`src/rtl/gpio_bank_pkg.sv`:
```
package gpio_bank_pkg;
  typedef enum logic [1:0] {
    REG_VALUE = 2'd0,
    REG_DIR   = 2'd1,
    REG_RB    = 2'd2,
    REG_TOL   = 2'd3
  } reg_sel_e;
endpackage

```
`src/rtl/gpio_sync.sv`:
```
module gpio_sync #(
  parameter int WIDTH  = 32,
  parameter int STAGES = 2
) (
  input  logic             clk_i,
  input  logic             rst_ni,
  input  logic [WIDTH-1:0] d_i,
  output logic [WIDTH-1:0] q_o
);
  logic [WIDTH-1:0] stage_q [STAGES];

  for (genvar s = 0; s < STAGES; s++) begin : g_stage
    if (s == 0) begin : g_first
      always_ff @(posedge clk_i or negedge rst_ni)
        if (!rst_ni) stage_q[s] <= '0;
        else         stage_q[s] <= d_i;
    end else begin : g_next
      always_ff @(posedge clk_i or negedge rst_ni)
        if (!rst_ni) stage_q[s] <= '0;
        else         stage_q[s] <= stage_q[s-1];
    end
  end

  assign q_o = stage_q[STAGES-1];
endmodule

```
`src/rtl/gpio_bank_regs.sv`:
```
module gpio_bank_regs
  import gpio_bank_pkg::*;
#(
  parameter int WIDTH = 32
) (
  input  logic             clk_i,
  input  logic             rst_ni,
  input  logic             ctrl_rst_i,
  input  logic             wr_en_i,
  input  reg_sel_e         wr_sel_i,
  input  logic [WIDTH-1:0] wdata_i,
  output logic [WIDTH-1:0] latch_o,
  output logic [WIDTH-1:0] dir_o,
  output logic [WIDTH-1:0] tol_o
);
  logic [WIDTH-1:0] latch_q, dir_q, tol_q;

  // soft reset wins over a coincident bus write
  always_ff @(posedge clk_i or negedge rst_ni) begin
    if (!rst_ni) begin
      latch_q <= '0;
      dir_q   <= '0;
      tol_q   <= '0;
    end else if (ctrl_rst_i) begin
      latch_q <= latch_q & tol_q;
      dir_q   <= dir_q & tol_q;
    end else if (wr_en_i) begin
      case (wr_sel_i)
        REG_VALUE: latch_q <= wdata_i;
        REG_DIR:   dir_q   <= wdata_i;
        REG_TOL:   tol_q   <= wdata_i;
        default:   ;
      endcase
    end
  end

  assign latch_o = latch_q;
  assign dir_o   = dir_q;
  assign tol_o   = tol_q;
endmodule

```
`src/rtl/gpio_bank_rdmux.sv`:
```
module gpio_bank_rdmux
  import gpio_bank_pkg::*;
#(
  parameter int WIDTH = 32
) (
  input  reg_sel_e         rd_sel_i,
  input  logic [WIDTH-1:0] pad_sync_i,
  input  logic [WIDTH-1:0] latch_i,
  input  logic [WIDTH-1:0] dir_i,
  input  logic [WIDTH-1:0] tol_i,
  output logic [WIDTH-1:0] rdata_o
);
  always_comb begin
    unique case (rd_sel_i)
      REG_VALUE: rdata_o = pad_sync_i;
      REG_DIR:   rdata_o = dir_i;
      REG_RB:    rdata_o = latch_i;
      REG_TOL:   rdata_o = tol_i;
      default:   rdata_o = '0;
    endcase
  end
endmodule

```
`src/rtl/gpio_bank.sv`:
```
module gpio_bank
  import gpio_bank_pkg::*;
#(
  parameter int WIDTH       = 32,
  parameter int SYNC_STAGES = 2,
  parameter int ADDR_W      = 2
) (
  input  logic              clk_i,
  input  logic              rst_ni,
  input  logic              ctrl_rst_i,
  input  logic              sel_i,
  input  logic              we_i,
  input  logic [ADDR_W-1:0] addr_i,
  input  logic [WIDTH-1:0]  wdata_i,
  output logic [WIDTH-1:0]  rdata_o,
  input  logic [WIDTH-1:0]  pad_in_i,
  output logic [WIDTH-1:0]  pad_oe_o,
  output logic [WIDTH-1:0]  pad_out_o
);
  logic [WIDTH-1:0] pad_sync, latch_q, dir_q, tol_q;
  reg_sel_e         reg_sel;
  logic             wr_en;

  assign reg_sel = reg_sel_e'(addr_i[1:0]);
  assign wr_en   = sel_i & we_i;

  gpio_sync #(.WIDTH(WIDTH), .STAGES(SYNC_STAGES)) u_sync (
    .clk_i  (clk_i),
    .rst_ni (rst_ni),
    .d_i    (pad_in_i),
    .q_o    (pad_sync)
  );

  gpio_bank_regs #(.WIDTH(WIDTH)) u_regs (
    .clk_i      (clk_i),
    .rst_ni     (rst_ni),
    .ctrl_rst_i (ctrl_rst_i),
    .wr_en_i    (wr_en),
    .wr_sel_i   (reg_sel),
    .wdata_i    (wdata_i),
    .latch_o    (latch_q),
    .dir_o      (dir_q),
    .tol_o      (tol_q)
  );

  gpio_bank_rdmux #(.WIDTH(WIDTH)) u_rdmux (
    .rd_sel_i   (reg_sel),
    .pad_sync_i (pad_sync),
    .latch_i    (latch_q),
    .dir_i      (dir_q),
    .tol_i      (tol_q),
    .rdata_o    (rdata_o)
  );

  assign pad_oe_o  = dir_q;
  assign pad_out_o = latch_q;
endmodule

```
`config.mk`:
```
export PLATFORM = sky130hd
export DESIGN_NAME = gpio_bank
export DESIGN_NICKNAME = d
export VERILOG_FILES = /design/src/rtl/gpio_bank_pkg.sv /design/src/rtl/gpio_sync.sv /design/src/rtl/gpio_bank_regs.sv /design/src/rtl/gpio_bank_rdmux.sv /design/src/rtl/gpio_bank.sv
export SDC_FILE = /design/constraint.sdc
export NUM_CORES = 1
export LEC_CHECK = 0
export BUFFER_PORTS_ARGS = -buffer_cell sky130_fd_sc_hd__buf_2
export CORE_MARGIN = 4
export CORE_UTILIZATION = 25
export CTS_CLUSTER_SIZE = 16
export DETAILED_ROUTE_END_ITERATION = 12
export GPL_TIMING_DRIVEN = 0
export MAX_ROUTING_LAYER = met4
export PLACE_DENSITY = 0.52
export SYNTH_ARGS = -nofsm -noshare
export SYNTH_HDL_FRONTEND = slang
export SYNTH_HIERARCHICAL = 1
export SYNTH_SLANG_ARGS = --single-unit
export TNS_END_PERCENT = 20
```
`constraint.sdc`:
```
create_clock -name clk_i -period 1.84 [get_ports clk_i]
set_input_delay 0.368 -clock clk_i [delete_from_list [all_inputs] [get_ports clk_i]]
set_output_delay 0.368 -clock clk_i [all_outputs]
set_load 0.03 [all_outputs]
```
==> impl_results.md, run 1 <==
* WL/cell at 18.2 um
* Fraction of layout instances using a drive strength above 1 at 0.424
* Clock Latency Late Sink at 0.41 ns
* Cell breakdown of the critical path: mux4_2 > buf_6
* GPL Wtd Cong at 0.730
* Overflow left after global routing at 0
* Violated checks: setup timing
* CORE AREA at 25,900 um2
* Biggest area contributors in the synthesized netlist: dfrtp_1 (61%), mux4_2 (10%), nand2_1 (7.3%)
* Power Dens Cells at 1060 nW/um2
* Post-DP Area at 7850 um2
* Maximum achievable frequency at 543 MHz
* Cell area after layout at 8540 um2
* Depth of the CTS H-tree at 4
* Sequential area share after synthesis at 0.610
* Overall die height at 170 um
* Number of detailed-route iterations in the first pass at 4
* Via count of the first global-routing pass at 4,787
* DRT Wirelength at 18,600 um
* Clock tree from TritonCTS: built
* Startpoint-to-endpoint class of the critical path: reg2out
* Clock slew seen by the registers of the worst setup and hold paths at 0.07 ns
* Post-Syn Area at 6570 um2
* Number of fill cells at 2,585
* Slowest cell on the critical path: mux4_2
* Result of the run: finished, violations left
* Smallest setup slack after layout at -0.00257 ns
* Antenna-violating nets left at 0
* Number of clock sinks at 160
* Slew @ Worst Pin at 0.755 ns
* Slowest cell delay on critical path at 0.48 ns
* Category of the worst setup path capture point: output port
* Worst setup SP type: flip-flop
* Endpoint required time on the critical path at 1.47 ns
* Flop and latch count out of synthesis at 160
* Fraction of the cycle the final worst path needs at 1.00
* Count of yosys warnings during synthesis at 6
* Final HPWL DP at 12,800 um
* Post-detailed-route DRC marker count at 0
* Tot GR Track Use at 0.136
* Initial cell density of the core at 0.253
* Post-Syn Instances at 510
* Die Area at 28,900 um2
* DR vias at 4,432
* Inserted Clock Buffers at 17
* Multi-input gate area at 2130 um2
* Maximum fanout encountered on the critical timing path at 3
* Number of top-level pins at 167
* Syn avg cell area at 12.9 um2
* Net count, final at 745
* Standard-cell rows at 59
* Most instantiated library cell after synthesis: dfrtp_1
* Pin count of the biggest net entering global routing at 83
* First-iteration detailed-routing DRC count at 221
* Count of maximum capacitance violations at 0
* Shortest period the worst path allows at 1.84 ns
* Relative slew slack at 0.497
* Type of the most critical hold path: in2reg
* Fraction of post-synthesis cell area in the top cell type by area at 0.610
* IO Port Bufs at 166
* Area grow syn2layout at 30.1%
* Data arrival at the endpoint of the critical path at 1.47 ns
* Unique cell type count in the Yosys netlist at 17
* Final hold slack at 0.0557 ns
* Final number of hold-violating endpoints at 0
* Wire length of the first global-routing pass at 28,900 um
* Sequential standard cell area at 4000 um2
* Final-report max-slew violation count at 0
* Antenna violations before repair at 1
* Top flip-flop cell by instance count after synthesis: dfrtp_1
* Total leakage power at 0.00398 uW
* Final Skew at 0.00901 ns
* Setup-violating endpoint count in the final report at 1
* CP bufs+invs at 1
* Number of synthesized flops with an enable pin at 0
* Peak ir drop on the vdd network at 0.458 mV
* Share of flip-flops with an asynchronous set or reset after synthesis at 1.00
* Family with the most delay on the worst path: multiplexers
* Number of buffers on the longest clock path at 2
* Die width at 170 um
* Ranking of synthesized cells by instance count: dfrtp_1 (160), nand2_1 (128), o21ai_0 (64)
* Overall power of the completed layout at 9090 uW
* Clock Tree Root: clkbuf_16
* RSZ-0062 raised after global routing: yes
* Net count after synthesis at 581
* Dominant cell type by area after synthesis: dfrtp_1
* Detail-routed via count per cell at 4.33
power breakdown:
group / internal, uW / leakage [uW] / switching (uW)
Combinational: 660 / 0.00167 / 758
Clock: 2250 / 0.000289 / 1440
Sequential: 3810 / 0.00202 / 177
Total: 6720 / 0.00398 / 2370
worst paths after layout:
path / cells after the start / slack, ns / to / from
max: 2 / -0.003 / rdata_o[23] / u_regs/latch_o[23]$_DFFE_PN0P_
min in group asynchronous: 2 / 0.54 / u_sync/q_o[9]$_DFF_PN0_ / rst_ni
max in group asynchronous: 3 / 0.47 / u_regs/latch_o[22]$_DFFE_PN0P_ / rst_ni
min: 1 / 0.06 / u_sync/stage_q[61]$_DFF_PN0_ / pad_in_i[29]
min reg2reg: 0 / 0.34 / u_sync/q_o[14]$_DFF_PN0_ / u_sync/stage_q[46]$_DFF_PN0_
max reg2reg: 4 / 0.85 / u_regs/dir_o[12]$_DFFE_PN0P_ / u_regs/tol_o[12]$_DFFE_PN0P_
metal layers:
| layer | up-vias | global-route usage | wire, um |
|---|---|---|---|
| li1 | 2044 | - | - |
| met2 | 134 | 0.206 | 8510 |
| met5 | - | - | 0 |
| met1 | 2244 | 0.186 | 8940 |
| met4 | 0 | 0.0340 | 156 |
| met3 | 10 | 0.0311 | 1040 |
worst register-to-register path: cells and delay by family, from the launching register on:
kind	cells	cell delay [ns]
AOI/OAI and AO/OA	1	0.08
buffers and inverters	1	0.14
and+or+nand+nor	2	0.23
DFF	1	0.39
layout by cell type (no fill, tap or decap), drive strengths merged, types with 3 or more instances in the layout:
cell      instances
buf             195
dfrtp           160
nand2           128
o21ai            64
mux4             32
nand2b           32
mux2             32
clkbuf           30
bufinv            3
clkinvlp          3
clkinv            3
flip-flops by register name, summed over array words and instances, names as in the netlist:
register	flops
u_regs/tol_o	32
u_sync/q_o	32
u_regs/dir_o	32
u_sync/stage_q	32
u_regs/latch_o	32
final cells by class:
class	count	share of cell area
Sequential cell	160	0.469
Multi-Input combinational cell	292	0.249
Timing Repair Buffer	177	0.138
Clock buffer	23	0.0560
Tap cell	335	0.0491
Buffer	26	0.0233
Clock inverter	9	0.0154
Antenna cell	1	0.000293
cell families after synthesis:
family	after synthesis	synth area share
multiplexers	64	0.166
buffers and inverters	58	0.0644
AND/OR/NAND/NOR	164	0.111
flip-flops	160	0.610
AO/OA/AOI/OAI	64	0.0488
per-stage QoR:
stage               TNS [ns]  worst slack, ns  utilization  std cells
finish              -0.00257         -0.00257        0.330       1023
global route           -1.20          -0.0693        0.330       1023
CTS                   -0.633          -0.0588        0.329       1022
detailed placement    -10.47           -0.207        0.303       1012
global placement     -373.75            -2.29        0.302       1011
floorplan                  0            0.240            -        510
what timing repair did:
action                                  CTS  global route
setup buffers                             3             5
endpoints found under the setup margin   32            32
cloned                                    1             0
hold buffers                              1             0
resized for setup                        74             1
endpoints found under the hold margin    78             0
(Power assumes the default switching activity.)
==> inputs of run 2 (changes only) <==
- REMOVE_ABC_BUFFERS: unset -> 1
- SETUP_SLACK_MARGIN: unset -> 0.05
==> run 2 against run 1 <==
The flow still finishes with violations (setup timing). Total power decreased by 2.2%. Final area fell by 0.92%. Final cell count down 1.5%. Register-to-register slack gained 0.11 ns. Global-route usage shrank 1.9 points. Sequential cell count did not move. Worst hold slack worse by 0.0074 ns. Fmax fell by 0.11%. Core utilization decreased by 0.30 points. Count of clock-buffer cells in the layout is 6 lower. Sequential share of layout area is 0.44 points higher. Largest power group unchanged.
==> impl_results.md, run 2 (synthesized netlist as in run 1, its figures left out) <==
* Result of the run: finished, violations left
* Violated checks: setup timing
* Register-to-Register Path Depth at 3
* Total leakage power at 0.00391 uW
* Post-detailed-route DRC marker count at 0
* Area grow syn2layout at 28.9%
* Pin count of the biggest net entering global routing at 86
* Clock Latency Late Sink at 0.41 ns
* Clock Tree Root: clkbuf_16
* Worst setup SP type: flip-flop
* Endpoint of the worst register-to-register path: u_regs/latch_o[1]$_DFFE_PN0P_
* Final number of hold-violating endpoints at 0
* Reg-to-reg slack, setup at 0.96 ns
* Setup-violating endpoint count in the final report at 2
* Met3 Routed Length at 835 um
* IO Port Bufs at 166
* First-iteration detailed-routing DRC count at 212
* Depth of the CTS H-tree at 4
* Overall die height at 170 um
* Slew @ Worst Pin at 0.896 ns
* Startpoint-to-endpoint class of the critical path: reg2out
* WL met1 at 7210 um
* Number of top-level pins at 167
* Final Skew at 0.00769 ns
* Final hold slack at 0.0483 ns
* Number of clock sinks at 160
* Detail-routed via count per cell at 4.28
* RR Startpoint: u_regs/tol_o[1]$_DFFE_PN0P_
* DRT Wirelength at 16,300 um
* Type of the most critical hold path: in2reg
* Initial cell density of the core at 0.253
* Highest-count cells in the layout ignoring fill and taps: dfrtp_1 (160), buf_2 (130), nand2_1 (128), o21ai_0 (64), buf_6 (37)
* Power Dens Cells at 1050 nW/um2
* Sw frac at 0.273
* DR vias at 4,319
* Smallest setup slack after layout at -0.00455 ns
* Die width at 170 um
* GPL Wtd Cong at 0.706
* Overall power of the completed layout at 8900 uW
* CORE AREA at 25,900 um2
* Inserted Clock Buffers at 17
* Maximum fanout encountered on the critical timing path at 3
* WL/cell at 16.2 um
* Hold worst-path end: u_sync/stage_q[47]$_DFF_PN0_
* Shortest period the worst path allows at 1.84 ns
* Count of maximum capacitance violations at 0
* Standard-cell rows at 59
* Power spent charging and discharging nets at 2430 uW
* Maximum achievable frequency at 542 MHz
* Uppermost layer routed: met4
* Antenna violations before repair at 3
* Wire length of the first global-routing pass at 25,500 um
* Antenna-violating nets left at 0
* Tot GR Track Use at 0.117
* Data arrival at the endpoint of the critical path at 1.48 ns
* Peak ir drop on the vdd network at 0.582 mV
* Final-report max-slew violation count at 0
* Number of instances on the worst hold path at 1
* Net count, final at 729
* Detailed route wirelength on metal2 at 8100 um
* Number of buffers on the longest clock path at 2
* Start point of the worst min-delay path: pad_in_i[15]
* RSZ-0062 raised after global routing: yes
* Overflow left after global routing at 0
* Relative contribution of combinational cells to total power at 0.154
* Clock tree from TritonCTS: built
* Crit. Startpoint: u_regs/latch_o[24]$_DFFE_PN0P_
* Relative contribution of the clock network to total power at 0.399
* Category of the worst setup path capture point: output port
* Clock slew seen by the registers of the worst setup and hold paths at 0.07 ns
* Via count of the first global-routing pass at 4,451
* Die Area at 28,900 um2
* Relative slew slack at 0.400
* Most common cell after layout, fill and taps aside: dfrtp_1
* Part of the power in registers at 0.448
* Number of detailed-route iterations in the first pass at 6
* Endpoint required time on the critical path at 1.47 ns
* Fraction of layout instances using a drive strength above 1 at 0.422
* Fraction of the cycle the final worst path needs at 1.00
* Cell internal pwr at 6460 uW
* Final HPWL DP at 10,700 um
## run 2: cell count changes in the layout (fill, tap and decap cells not counted), moves of 3 or more
cell / previous run / this run
inv_6: 0 / 4
clkbuf_8: 3 / 0
buf_6: 32 / 37
buf_12: 4 / 1
clkbuf_1: 8 / 0
buf_2: 141 / 130
## run 2: through the flow
step / instances / instance area [um2] / setup slack, ns / TNS [ns] / utilization
5_1_grt: 1008 / 8460 / -0.0658 / -1.12 / 0.327
3_3_place_gp: 953 / 7390 / -8.78 / -850.21 / 0.285
6_report: 1008 / 8460 / -0.00455 / -0.00726 / 0.327
4_1_cts: 998 / 8410 / -0.0962 / -0.489 / 0.324
3_5_place_dp: 962 / 7560 / -1.44 / -95.78 / 0.292
2_1_floorplan: 452 / 6140 / -3.23 / -127.74 / -
## run 2: power groups by stage
stage	Sequential, uW	Combinational, uW	Clock (uW)
floorplan	4110	674	0
global placement	4050	1210	0
detailed placement	4050	1240	0
CTS	3980	1380	3720
global route	4020	1480	3870
finish	3980	1370	3550
## run 2: critical path, stage by stage (launching register included)
cell and delay (ns):
dfrtp_1 0.40, mux4_2 0.50, buf_6 0.16
## run 2: routing by layer
metal  vias up  GRT usage
met2       118      0.187
met4         0     0.0313
met3         9     0.0304
met5         -          -
li1       2021          -
met1      2171      0.150
## run 2: how the worst max path moves through the flow
| stage | endpoint | slack, ns | cells after the start |
|---|---|---|---|
| finish | rdata_o[24] | -0.005 | 2 |
| floorplan | u_regs/dir_o[0]$_DFFE_PN0P_ | -3.23 | 3 |
| detailed placement | u_regs/tol_o[31]$_DFFE_PN0P_ | -1.44 | 5 |
| CTS | rdata_o[28] | -0.1 | 2 |
| global placement | u_regs/dir_o[29]$_DFFE_PN0P_ | -8.78 | 3 |
| global route | rdata_o[3] | -0.07 | 2 |
## run 2: area by class of cell
class	count	area (um2)
fill	2603	17400
sequential	160	4000
multi-input combinational	292	2150
timing repair buffer	187	1300
clock buffer	17	425
tap	335	419
clock inverter	14	158
antenna	3	7.51
## run 2: timing repair
item / CTS / global route
resized for setup: 69 / 3
hold buffers: 1 / 0
pin swaps: 2 / 1
setup endpoints to repair: 128 / 37
hold endpoints to repair: 75 / 0
buffers inserted: 4 / 7
==> inputs of run 3 (changes only) <==
- PLACE_DENSITY: 0.52 -> 0.53
- clock period: 1.84 -> 1.6 ns (I/O delays scaled with it)
==> run 3 against run 2 <==
The flow still finishes with violations (setup timing). Final area grew 4.8%. Critical path type unchanged. Core utilization grew 1.6 points. First-iteration DRC count shrank 1.9%. Die area is the same. Worst setup slack lost 0.18 ns. Largest power group unchanged. Via count grew 2.4%.
==> impl_results.md, run 3 (synthesized netlist as in run 1, its figures left out) <==
* First-iteration detailed-routing DRC count at 208
* Net count, final at 773
* Smallest setup slack after layout at -0.186 ns
* IO Port Bufs at 166
* Slew @ Worst Pin at 0.785 ns
* Clock Tree Root: clkbuf_16
* Number of clock sinks at 160
* Final HPWL DP at 10,700 um
* Final Skew at 0.00925 ns
* Maximum achievable frequency at 560 MHz
* Start point of the worst min-delay path: wdata_i[18]
* Shortest period the worst path allows at 1.79 ns
* Inserted Clock Buffers at 17
* Clock tree from TritonCTS: built
* Category of the worst setup path capture point: output port
* Clock Latency Late Sink at 0.42 ns
* Type of the most critical hold path: in2reg
* Detailed route wirelength on metal2 at 8070 um
* WL/cell at 15.3 um
* Number of detailed-route iterations in the first pass at 4
* Met3 Routed Length at 821 um
* End-of-flow core utilization at 0.342
* Area grow syn2layout at 35.0%
* Fraction of layout instances using a drive strength above 1 at 0.413
* Number of fill cells at 2,564
* Cells after DPL at 962
* Maximum fanout encountered on the critical timing path at 3
* Detail-routed via count per cell at 4.20
* DR vias at 4,423
* Count of maximum capacitance violations at 0
* Final number of hold-violating endpoints at 0
* Number of instances on the worst hold path at 3
* Setup Slack @ Placement at -1.66 ns
* RSZ-0062 raised after global routing: yes
* DRT Wirelength at 16,100 um
* Fraction of the cycle the final worst path needs at 1.12
* Relative slew slack at 0.475
* Standard-cell rows at 59
* Hold worst-path end: u_regs/latch_o[18]$_DFFE_PN0P_
* Number of buffers on the longest clock path at 2
* Antenna-violating nets left at 0
* Overall die height at 170 um
* Via count of the first global-routing pass at 4,670
* Final-report max-slew violation count at 0
* Most common cell after layout, fill and taps aside: dfrtp_1
* Post-detailed-route DRC marker count at 0
* Startpoint-to-endpoint class of the critical path: reg2out
* RR Startpoint: u_regs/tol_o[0]$_DFFE_PN0P_
* Endpoint of the worst register-to-register path: u_regs/dir_o[0]$_DFFE_PN0P_
* Uppermost layer routed: met4
* Reg-to-reg slack, setup at 0.66 ns
* Tot GR Track Use at 0.118
* GPL Wtd Cong at 0.688
* Violated checks: setup timing
* Die Area at 28,900 um2
* Register-to-Register Path Depth at 4
* Die width at 170 um
* Final non-filler cell total at 1,052
* Overflow left after global routing at 0
* Clock slew seen by the registers of the worst setup and hold paths at 0.07 ns
* Multi-input gate area at 2150 um2
* Setup-violating endpoint count in the final report at 32
* Worst setup SP type: flip-flop
* Data arrival at the endpoint of the critical path at 1.47 ns
* Endpoint required time on the critical path at 1.28 ns
* Sum Neg Setup Slack at -5.35 ns
* Initial cell density of the core at 0.253
* Pin count of the biggest net entering global routing at 82
* Depth of the CTS H-tree at 4
* Antenna violations before repair at 2
* Overall power of the completed layout at 10,300 uW
* Total leakage power at 0.00411 uW
* Peak ir drop on the vdd network at 0.552 mV
* Power Dens Cells at 1160 nW/um2
* Wire length of the first global-routing pass at 26,000 um
* Result of the run: finished, violations left
* Highest-count cells in the layout ignoring fill and taps: dfrtp_1 (160), buf_2 (130), nand2_1 (128), o21ai_0 (61), buf_6 (39)
* CORE AREA at 25,900 um2
* Number of top-level pins at 167
* WL met1 at 7010 um
* Sequential standard cell area at 4000 um2
## run 3: changes by cell type in the layout (fill, tap and decap cells not counted), sizes merged
cell / delta
diode: -1
inv: -1
dlygate4sd3: +32
buf: +12
clkinvlp: -3
clkinv: +4
clkbuf: +1
## run 3: cell type report
cell class                 count  share of cell area
sequential                   160               0.452
multi-input combinational    292               0.242
timing repair buffer         231               0.193
clock buffer                  18              0.0484
tap                          335              0.0473
clock inverter                14              0.0175
antenna                        2            0.000564
## run 3: how the worst max path moves through the flow
stage | end | start | slack [ns]
after floorplan | u_regs/dir_o[0]$_DFFE_PN0P_ | sel_i | -3.42
after global placement | u_regs/dir_o[29]$_DFFE_PN0P_ | addr_i[0] | -8.34
after detailed placement | u_regs/tol_o[23]$_DFFE_PN0P_ | addr_i[0] | -1.66
after CTS | rdata_o[18] | u_regs/tol_o[18]$_DFFE_PN0P_ | -0.22
after global routing | rdata_o[11] | u_regs/tol_o[11]$_DFFE_PN0P_ | -0.24
final | rdata_o[23] | u_regs/tol_o[23]$_DFFE_PN0P_ | -0.19
## run 3: repair_timing
action,4_1_cts,5_1_grt
endpoints found under the setup margin,128,88
pin swaps,2,1
hold buffers,31,2
buffers inserted,9,14
resized for setup,73,5
hold endpoints to repair,110,2
## run 3: per-stage QoR
step                cell area [um2]  hold WS (ns)
global placement               7390         0.332
detailed placement             7550         0.335
global route                   8870         0.116
floorplan                      6140        0.0244
CTS                            8720       0.00145
finish                         8870         0.132
## run 3: where the power goes
part	switching (uW)	internal (uW)
Sequential	191	4380
Clock	1760	2320
Combinational	858	809
## run 3: layer usage
metal  GRT usage  vias up
met5           -        -
met4      0.0375        0
met3      0.0293       13
met2       0.187      112
met1       0.151     2202
li1            -     2096
## run 3: worst max-delay path, cell delays in order, from the launching register on
cell and delay [ns]:
dfrtp_1 0.40, mux4_2 0.49, buf_6 0.16
